**src/rtl/lez_pkg.sv**
```systemverilog
package lez_pkg;
  typedef struct packed {
    logic loadPc;
    logic useTarget;
  } lez_strobe_t;

  typedef enum logic [1:0] {
    CLS_OTHER  = 2'd0,
    CLS_IMM    = 2'd1,
    CLS_BRANCH = 2'd2,
    CLS_BREAK  = 2'd3
  } lez_class_e;
endpackage

```
**src/rtl/lez_datapath.sv**
```systemverilog
module lez_datapath import lez_pkg::*; #(
  parameter int PC_W    = 32,
  parameter int OPND_W  = 64,
  parameter int SHORT_W = 32
) (
  input  logic              clk,
  input  logic              rstN,
  input  logic [PC_W-1:0]   pcIn,
  input  logic [OPND_W-1:0] cmpOpnd,
  input  logic [PC_W-1:0]   offsetOpnd,
  input  logic              longCmp,
  input  lez_strobe_t       strobe,
  output logic              taken,
  output logic [PC_W-1:0]   nextPc
);
  localparam logic [PC_W-1:0] STEP = PC_W'(4);

  logic [SHORT_W-1:0] shortVal;
  logic shortLez, longLez;

  assign shortVal = cmpOpnd[SHORT_W-1:0];
  // Signed <= 0 is the sign bit set, or the value equal to zero.
  assign shortLez = shortVal[SHORT_W-1] | (shortVal == '0);
  assign longLez  = cmpOpnd[OPND_W-1]   | (cmpOpnd == '0);
  assign taken    = longCmp ? longLez : shortLez;

  always_ff @(posedge clk) begin
    if (!rstN)
      nextPc <= '0;
    else if (strobe.loadPc)
      nextPc <= strobe.useTarget ? pcIn + offsetOpnd : pcIn + STEP;
  end


  pc_hold_chk: assert property (@(posedge clk) disable iff (!rstN)
    !strobe.loadPc |=> $stable(nextPc));
endmodule

```
**src/rtl/lez_ctrl.sv**
```systemverilog
module lez_ctrl import lez_pkg::*; #(
  parameter int AREA_OPT  = 0,
  parameter int MMU_LEVEL = 0
) (
  input  logic        clk,
  input  logic        rstN,
  input  logic        brValid,
  input  logic        delaySlot,
  input  logic        taken,
  input  logic        instrValid,
  input  logic [1:0]  instrClass,
  input  logic        irqReq,
  input  logic        brkReq,
  output lez_strobe_t strobe,
  output logic        redirect,
  output logic        flush,
  output logic        ready,
  output logic        inSlot,
  output logic        slotIllegal,
  output logic        irqTake,
  output logic        brkTake
);
  localparam int MMU_EXTRA = (AREA_OPT != 0 && MMU_LEVEL > 1) ? 2 : 0;
  localparam int STALL_DS  = (AREA_OPT != 0) ? 5 + MMU_EXTRA : 1;
  localparam int STALL_ND  = STALL_DS + 1;
  localparam int CNT_W     = $clog2(STALL_ND + 1);

  logic [CNT_W-1:0] stallCnt;
  logic accept, hold;
  lez_class_e cls;

  assign ready  = (stallCnt == '0);
  assign accept = brValid & ready;
  assign cls    = lez_class_e'(instrClass);
  assign strobe = '{loadPc: accept, useTarget: taken};

  always_ff @(posedge clk) begin
    if (!rstN) begin
      stallCnt <= '0;
      redirect <= 1'b0;
      flush    <= 1'b0;
      inSlot   <= 1'b0;
    end else begin
      redirect <= accept & taken;
      flush    <= accept & taken & ~delaySlot;
      if (accept && taken)
        stallCnt <= delaySlot ? CNT_W'(STALL_DS) : CNT_W'(STALL_ND);
      else if (!ready)
        stallCnt <= stallCnt - 1'b1;
      if (accept && delaySlot)
        inSlot <= 1'b1;
      else if (instrValid)
        inSlot <= 1'b0;
    end
  end

  assign hold        = inSlot | (accept & delaySlot);
  assign irqTake     = irqReq & ~hold;
  assign brkTake     = brkReq & ~hold;
  assign slotIllegal = instrValid & inSlot & (cls != CLS_OTHER);


  redirect_pulse_chk: assert property (@(posedge clk) disable iff (!rstN)
    redirect |=> !redirect);

  flush_taken_chk: assert property (@(posedge clk) disable iff (!rstN)
    flush |-> redirect);

  stall_after_taken_chk: assert property (@(posedge clk) disable iff (!rstN)
    (accept && taken) |=> !ready);

  slot_clear_chk: assert property (@(posedge clk) disable iff (!rstN)
    (inSlot && instrValid && !accept) |=> !inSlot);

  irq_defer_chk: assert property (@(posedge clk) disable iff (!rstN)
    inSlot |-> (!irqTake && !brkTake));

  illegal_slot_chk: assert property (@(posedge clk) disable iff (!rstN)
    slotIllegal |-> inSlot);
endmodule

```
**src/rtl/lez_branch_unit.sv**
```systemverilog
module lez_branch_unit import lez_pkg::*; #(
  parameter int AREA_OPT  = 0,
  parameter int MMU_LEVEL = 0
) (
  input  logic        clk,
  input  logic        rstN,
  input  logic        brValid,
  input  logic        longCmp,
  input  logic        delaySlot,
  input  logic [31:0] pcIn,
  input  logic [63:0] cmpOpnd,
  input  logic [31:0] offsetOpnd,
  input  logic        instrValid,
  input  logic [1:0]  instrClass,
  input  logic        irqReq,
  input  logic        brkReq,
  output logic [31:0] nextPc,
  output logic        redirect,
  output logic        flush,
  output logic        ready,
  output logic        inSlot,
  output logic        slotIllegal,
  output logic        irqTake,
  output logic        brkTake
);
  lez_strobe_t strobe;
  logic taken;

  lez_ctrl #(.AREA_OPT(AREA_OPT), .MMU_LEVEL(MMU_LEVEL)) u_ctrl (
    .clk(clk), .rstN(rstN), .brValid(brValid), .delaySlot(delaySlot),
    .taken(taken), .instrValid(instrValid), .instrClass(instrClass),
    .irqReq(irqReq), .brkReq(brkReq), .strobe(strobe),
    .redirect(redirect), .flush(flush), .ready(ready), .inSlot(inSlot),
    .slotIllegal(slotIllegal), .irqTake(irqTake), .brkTake(brkTake)
  );

  lez_datapath #(.PC_W(32), .OPND_W(64), .SHORT_W(32)) u_dp (
    .clk(clk), .rstN(rstN), .pcIn(pcIn), .cmpOpnd(cmpOpnd),
    .offsetOpnd(offsetOpnd), .longCmp(longCmp), .strobe(strobe),
    .taken(taken), .nextPc(nextPc)
  );
endmodule

```
**config.mk**
```make
export PLATFORM = sky130hd
export DESIGN_NAME = lez_branch_unit
export DESIGN_NICKNAME = d
export VERILOG_FILES = /design/src/rtl/lez_pkg.sv /design/src/rtl/lez_datapath.sv /design/src/rtl/lez_ctrl.sv /design/src/rtl/lez_branch_unit.sv
export SDC_FILE = /design/constraint.sdc
export NUM_CORES = 1
export LEC_CHECK = 0
export BUFFER_PORTS_ARGS = -buffer_cell sky130_fd_sc_hd__buf_2
export CELL_PAD_IN_SITES_DETAIL_PLACEMENT = 0
export CELL_PAD_IN_SITES_GLOBAL_PLACEMENT = 1
export CORE_ASPECT_RATIO = 1.5
export CORE_MARGIN = 3
export CORE_UTILIZATION = 35
export CTS_CLUSTER_SIZE = 30
export DETAILED_ROUTE_END_ITERATION = 10
export PLACE_DENSITY_LB_ADDON = 0.1
export SYNTH_ARGS = -nofsm -noshare
export SYNTH_HDL_FRONTEND = slang
export SYNTH_SLANG_ARGS = --single-unit
```
**constraint.sdc**
```tcl
create_clock -name clk -period 3.9 [get_ports clk]
set_input_delay 0.39 -clock clk [delete_from_list [all_inputs] [get_ports clk]]
set_output_delay 0.39 -clock clk [all_outputs]
set_load 0.02 [all_outputs]
```
# ---- Word level (Yosys, flattened, before mapping)
# Cells that the tools add are included.
dict set report totals {
  reg_bits 37
  out_inout_bits 39
  in_bits 138
}
dict set report classes {
  eq_ne 1
  n_reduce_logical 7
  bitwise_logic 13
  addsub 3
  muxes 7
}
# cell n
set op_table {}
lappend op_table {{zero test 64 bit} 1}
lappend op_table {{adder 32 x 3 -> 32 bit, second input constant} 1}
lappend op_table {{adder 32 bit} 1}
lappend op_table {{zero test 32 bit} 1}
lappend op_table {{2-to-1 mux 32 bit} 1}
lappend op_table {{AND 1 bit} 8}
lappend op_table {{2-to-1 mux 2 bit} 3}
lappend op_table {{nonzero test 2 bit} 2}
lappend op_table {{2-to-1 mux 1 bit} 3}
lappend op_table {{bitwise OR 1 bit} 3}
lappend op_table {{logical AND 1 bit} 2}
lappend op_table {{zero test 2 bit} 1}
lappend op_table {{!= test 2 bit, second input constant} 1}
lappend op_table {{NOT 1 bit} 2}
lappend op_table {{subtractor 2 x 1 -> 2 bit, second input constant} 1}

# ---- Longest topological paths before layout
dict set report logic_depth {
  ltp_word 6
  depth_mapped 11
  ltp_nobuf 11
}

# ---- Hierarchy
# Synthesis repeated with hierarchy kept, for this count alone.
dict set report unflattened {
  hier_cells 545
  area_unflattened_um2 4010.1
}
# module seq_area_each_um2 instances area_each_um2 cells_per_inst
set by_module_without_submodules {}
lappend by_module_without_submodules {lez_datapath 640.6 1 3732.3 512}
lappend by_module_without_submodules {lez_ctrl 100.1 1 277.8 33}

# ---- Least setup slack after synthesis
# No wires, ideal clock.
dict set report synth_timing {
  path_kind {input to register}
  from {input pcIn[0]}
  to {register u_dp.nextPc[30]}
  setup_ns 0.133
  setup_slack_ns 1.224
  t_arrival_ns 2.544
  stages 10
  path_cell_list {ha_1 > fa_1 > a211oi_1 > o21ai_2 > o211ai_1 > nand3_2 > a31oi_1 > o21ai_0 > a221oi_1 > a21oi_1}
}
dict set report synth_via {
  elab_chain_len 2
  word_cells_on_any_way 3
  cone_classes {2 x add/sub; 1 x mux}
}
# element line
set synth_rtl {}
lappend synth_rtl {{start, declared} lez_branch_unit.sv:10} ;# input logic [31:0] pcIn,
lappend synth_rtl {{adder 32 x 3 -> 32 bit / adder 32 bit (equally long branches)} lez_datapath.sv:31} ;# nextPc <= strobe.useTarget ? pcIn + offsetOpnd : pcIn + STEP;
lappend synth_rtl {{2-to-1 mux 32 bit *} lez_datapath.sv:31}
lappend synth_rtl {{end signal, assigned} lez_datapath.sv:31}
lappend synth_rtl {{end, declared} lez_datapath.sv:14} ;# output logic [PC_W-1:0] nextPc
# Every way passes the cells marked *; elsewhere a longest branch is shown, timed or not.
# A chain may end at the register's enable or synchronous reset.

# ---- Worst setup path in the final report
dict set report layout_timing {
  from {input pcIn[0]}
  to {register u_dp.nextPc[22]}
}
# Same word-level chain as after synthesis.

==> impl_metrics.yaml <==
synthesis:
  yosys-top-cells-area: "dfxtp_1, ha_1, xor2_1"
  postSynthCellCount: 494
  synth_seq_area_share: 0.202
  synth.mux.area_fraction: 0.0112
  yosys.cell_types.count: 52
  synth.avg_cell_area_um2: 7.44
  yosys.area_share.simple: 0.236
  synth_top_area_share: 0.202
  ys.flop_type: "dfxtp_1"
  synth_top_family_by_area: "compound AO/OA/AOI/OAI gates"
  ys_seq_elements: 37
  synth_edf_count: 0
  syn-cell-area_um2: 3670
  yosysTopAreaCell: "dfxtp_1"
  yosysWarnings: 0
  async_reset_ff_frac: 0
  synth_nets: 666
  synth_adder_area_share: 0.118
  synth_compound_area_frac: 0.273
  synthXorXnorAreaFrac: 0.131
floorplanning:
  core_um2: 10200
  die_w_um: 89.7
  rows: 45
  pin_count: 177
  fp.dieH_um: 131
  start_util: 0.361
  dieArea_um2: 11800
place:
  gp_congestion: 0.867
  hpwlAfterDp_um: 10800
  place_inst: 796
  port_buffers: 176
run:
  cap_violations: 0
outcome:
  status: "finished, final reports clean"
sta:
  rsz0062_at_grt: "no"
  holdWs_ns: 0.330
  worst_slew_pin_slew_ns: 0.790
  finalSetupTns_ns: 0
  max_freq_ghz: 0.354
  maxSlewViolCount: 0
  hold_violations: 0
  setup_viol: 0
  min_period_over_period: 0.723
  max_slew_margin: 0.472
  clock_skew_ns: 0.00586
  period_needed_ns: 2.82
cells_and_area:
  n_fill_cell: 1081
  instances_no_fill: 804
  area_delta_synth_final_pct: 31.5
  multiInputGateArea_um2: 2830
  drive_above_1_share: 0.302
  n_antenna_cell: 0
  nNetsFinal: 834
  regArea_um2: 741
grt:
  grt_util_all_layers: 0.220
  grt_start_max_net_pins: 39
  grt_pass1_wl_um: 20300
  antenna_found_initial: 0
  grt_pass1_vias: 4176
  grt.overflow.total: 0
detailed_routing:
  wl_um: 13100
  viasPerCell: 5.24
  vias: 4211
  drt_iter0_markers: 139
  drtAntennaViolNets: 0
  firstDrtPassIters: 4
  wl_per_cell_um: 16.3
  drc: 0
pwr:
  pwr_density_cell_nw_per_um2: 383
  p_leak_nw: 2.28
  ir_worst_vdd_v: 0.000187
setup_path:
  cp-start-kind: "primary input"
  cp.arrival_ns: 2.99
  crit_required_ns: 4.07
  cp-end-kind: "flop"
  cp_max_fo: 4
  worstSetupPathType: "in -> reg"
clock_tree:
  cts-root-buf: "clkbuf_16"
  path_clk_slew_ns: 0.06
  cts_max_level: 2
  cts_tree: "yes"
  clock_latency_ns: 0.29
  postCtsSetupBuffers: 0
  ctsResizeCount: 0
  cts.path.max_buffers: 2
  numClockSinks: 37
  hold_buffers: 0
  cts-buffers-inserted: 5
hold_path:
  hold_path_class: "in -> reg"
==> flip-flops by register name (all words and copies together) (netlist names) <==
name             flops
u_ctrl.flush         1
u_ctrl.redirect      1
u_ctrl.stallCnt      2
u_ctrl.inSlot        1
u_dp.nextPc         32
==> final timing paths <==
kind / startpoint / end / slack, ns / cells after the start
max: pcIn[0] / u_dp.nextPc[22] / 1.08 / 12
min: delaySlot / u_ctrl.flush / 0.33 / 2
max reg2reg: u_ctrl.stallCnt[0] / u_ctrl.stallCnt[1] / 1.49 / 6
min reg2reg: u_dp.nextPc[12] / u_dp.nextPc[12] / 0.45 / 2
==> worst max-delay path, cell delays in order <==
cell	delay, ns
buf_2	0.11
ha_1	0.23
fa_1	0.43
a211oi_1	0.31
o21ai_2	0.15
o211ai_1	0.21
nand3_2	0.15
a31oi_1	0.37
o21ai_0	0.23
xor2_1	0.18
o21ai_0	0.15
o21ai_0	0.09
==> layer usage <==
layer | global-route usage | vias to the layer above | share of wire
met5 | 0 | - | 0
met4 | 0.0546 | 0 | 0.014
met3 | 0.0332 | 12 | 0.038
met2 | 0.401 | 87 | 0.53
met1 | 0.259 | 1952 | 0.42
li1 | - | 2160 | -
==> cells in the mapped netlist (2+ instances only) <==
| library cell | n |
|---|---|
| and3_1 | 10 |
| nor2_1 | 37 |
| a211oi_1 | 10 |
| nand2_1 | 69 |
| or2_2 | 2 |
| and4_1 | 2 |
| a221oi_1 | 2 |
| inv_1 | 9 |
| o21ai_1 | 4 |
| nor3_2 | 2 |
| a21oi_1 | 46 |
| nand3_1 | 11 |
| clkbuf_1 | 19 |
| nand4_1 | 15 |
| o21a_1 | 4 |
| a221o_1 | 2 |
| o221ai_1 | 5 |
| o211ai_1 | 12 |
| a31oi_1 | 7 |
| nand2b_1 | 2 |
| mux2i_1 | 3 |
| xor2_1 | 30 |
| nor4_1 | 17 |
| a21o_1 | 14 |
| o211a_1 | 2 |
| nor2b_1 | 5 |
| o21ai_0 | 27 |
| dfxtp_1 | 37 |
| and2_1 | 3 |
| a21oi_2 | 2 |
| a32oi_1 | 2 |
| nor3_1 | 3 |
| ha_1 | 33 |
| xnor2_1 | 25 |
| o21bai_1 | 4 |
==> cells in the final DEF, fill, tap and decap left out, drive strengths merged, types with 3 or more instances in the layout <==
cell type | synthesis | routed
nor2 | 37 | 37
nor2b | 5 | 5
dfxtp | 37 | 37
nand3 | 12 | 12
xnor2 | 25 | 25
mux2i | 3 | 3
nand4 | 15 | 15
a31oi | 8 | 8
o211ai | 12 | 12
nand2 | 69 | 69
o21ai | 32 | 32
buf | 0 | 180
clkbuf | 19 | 5
a211oi | 10 | 10
a21o | 14 | 14
o21a | 4 | 4
inv | 9 | 9
and3 | 10 | 10
nor4 | 17 | 17
nor3 | 5 | 5
o21bai | 4 | 4
xor2 | 30 | 30
clkinv | 1 | 3
ha | 33 | 33
o221ai | 5 | 5
and2 | 3 | 3
a21oi | 48 | 48
==> cell type report <==
cell class / count / area share
Clock buffer: 5 / 0.0259
Clock inverter: 3 / 0.00362
Inverter: 10 / 0.00777
Multi-Input combinational cell: 428 / 0.585
Sequential cell: 37 / 0.153
Tap cell: 141 / 0.0365
Timing Repair Buffer: 180 / 0.188
==> report_power, final <==
part	leakage (nW)	total (mW)	switching (mW)	internal, mW
registers	0.304	0.513	0.0460	0.467
clock network	0.0696	0.408	0.173	0.235
logic	1.90	0.928	0.569	0.359
total	2.28	1.85	0.788	1.06
==> metrics by stage <==
step           cell area [um^2]  utilization  power, mW  setup slack (ns)
3_5_place_dp               4690        0.460       1.46             0.746
3_3_place_gp               4690        0.460       1.45             0.829
4_1_cts                    4830        0.474       1.88              1.04
6_report                   4830        0.474       1.85              1.08
5_1_grt                    4830        0.474       2.00             0.819
2_1_floorplan              3670            -       1.13              1.22
==> cells by family (layout without fill, tap and decap cells) <==
logic type / count (synthesis) / after routing
DFF: 37 / 37
adders and majority gates: 34 / 34
and+or+nand+nor: 181 / 181
muxes: 4 / 4
AOI/OAI and AO/OA: 154 / 154
xor gates and xnor gates: 55 / 55
buffers and inverters: 29 / 198
(Power assumes the default switching activity.)
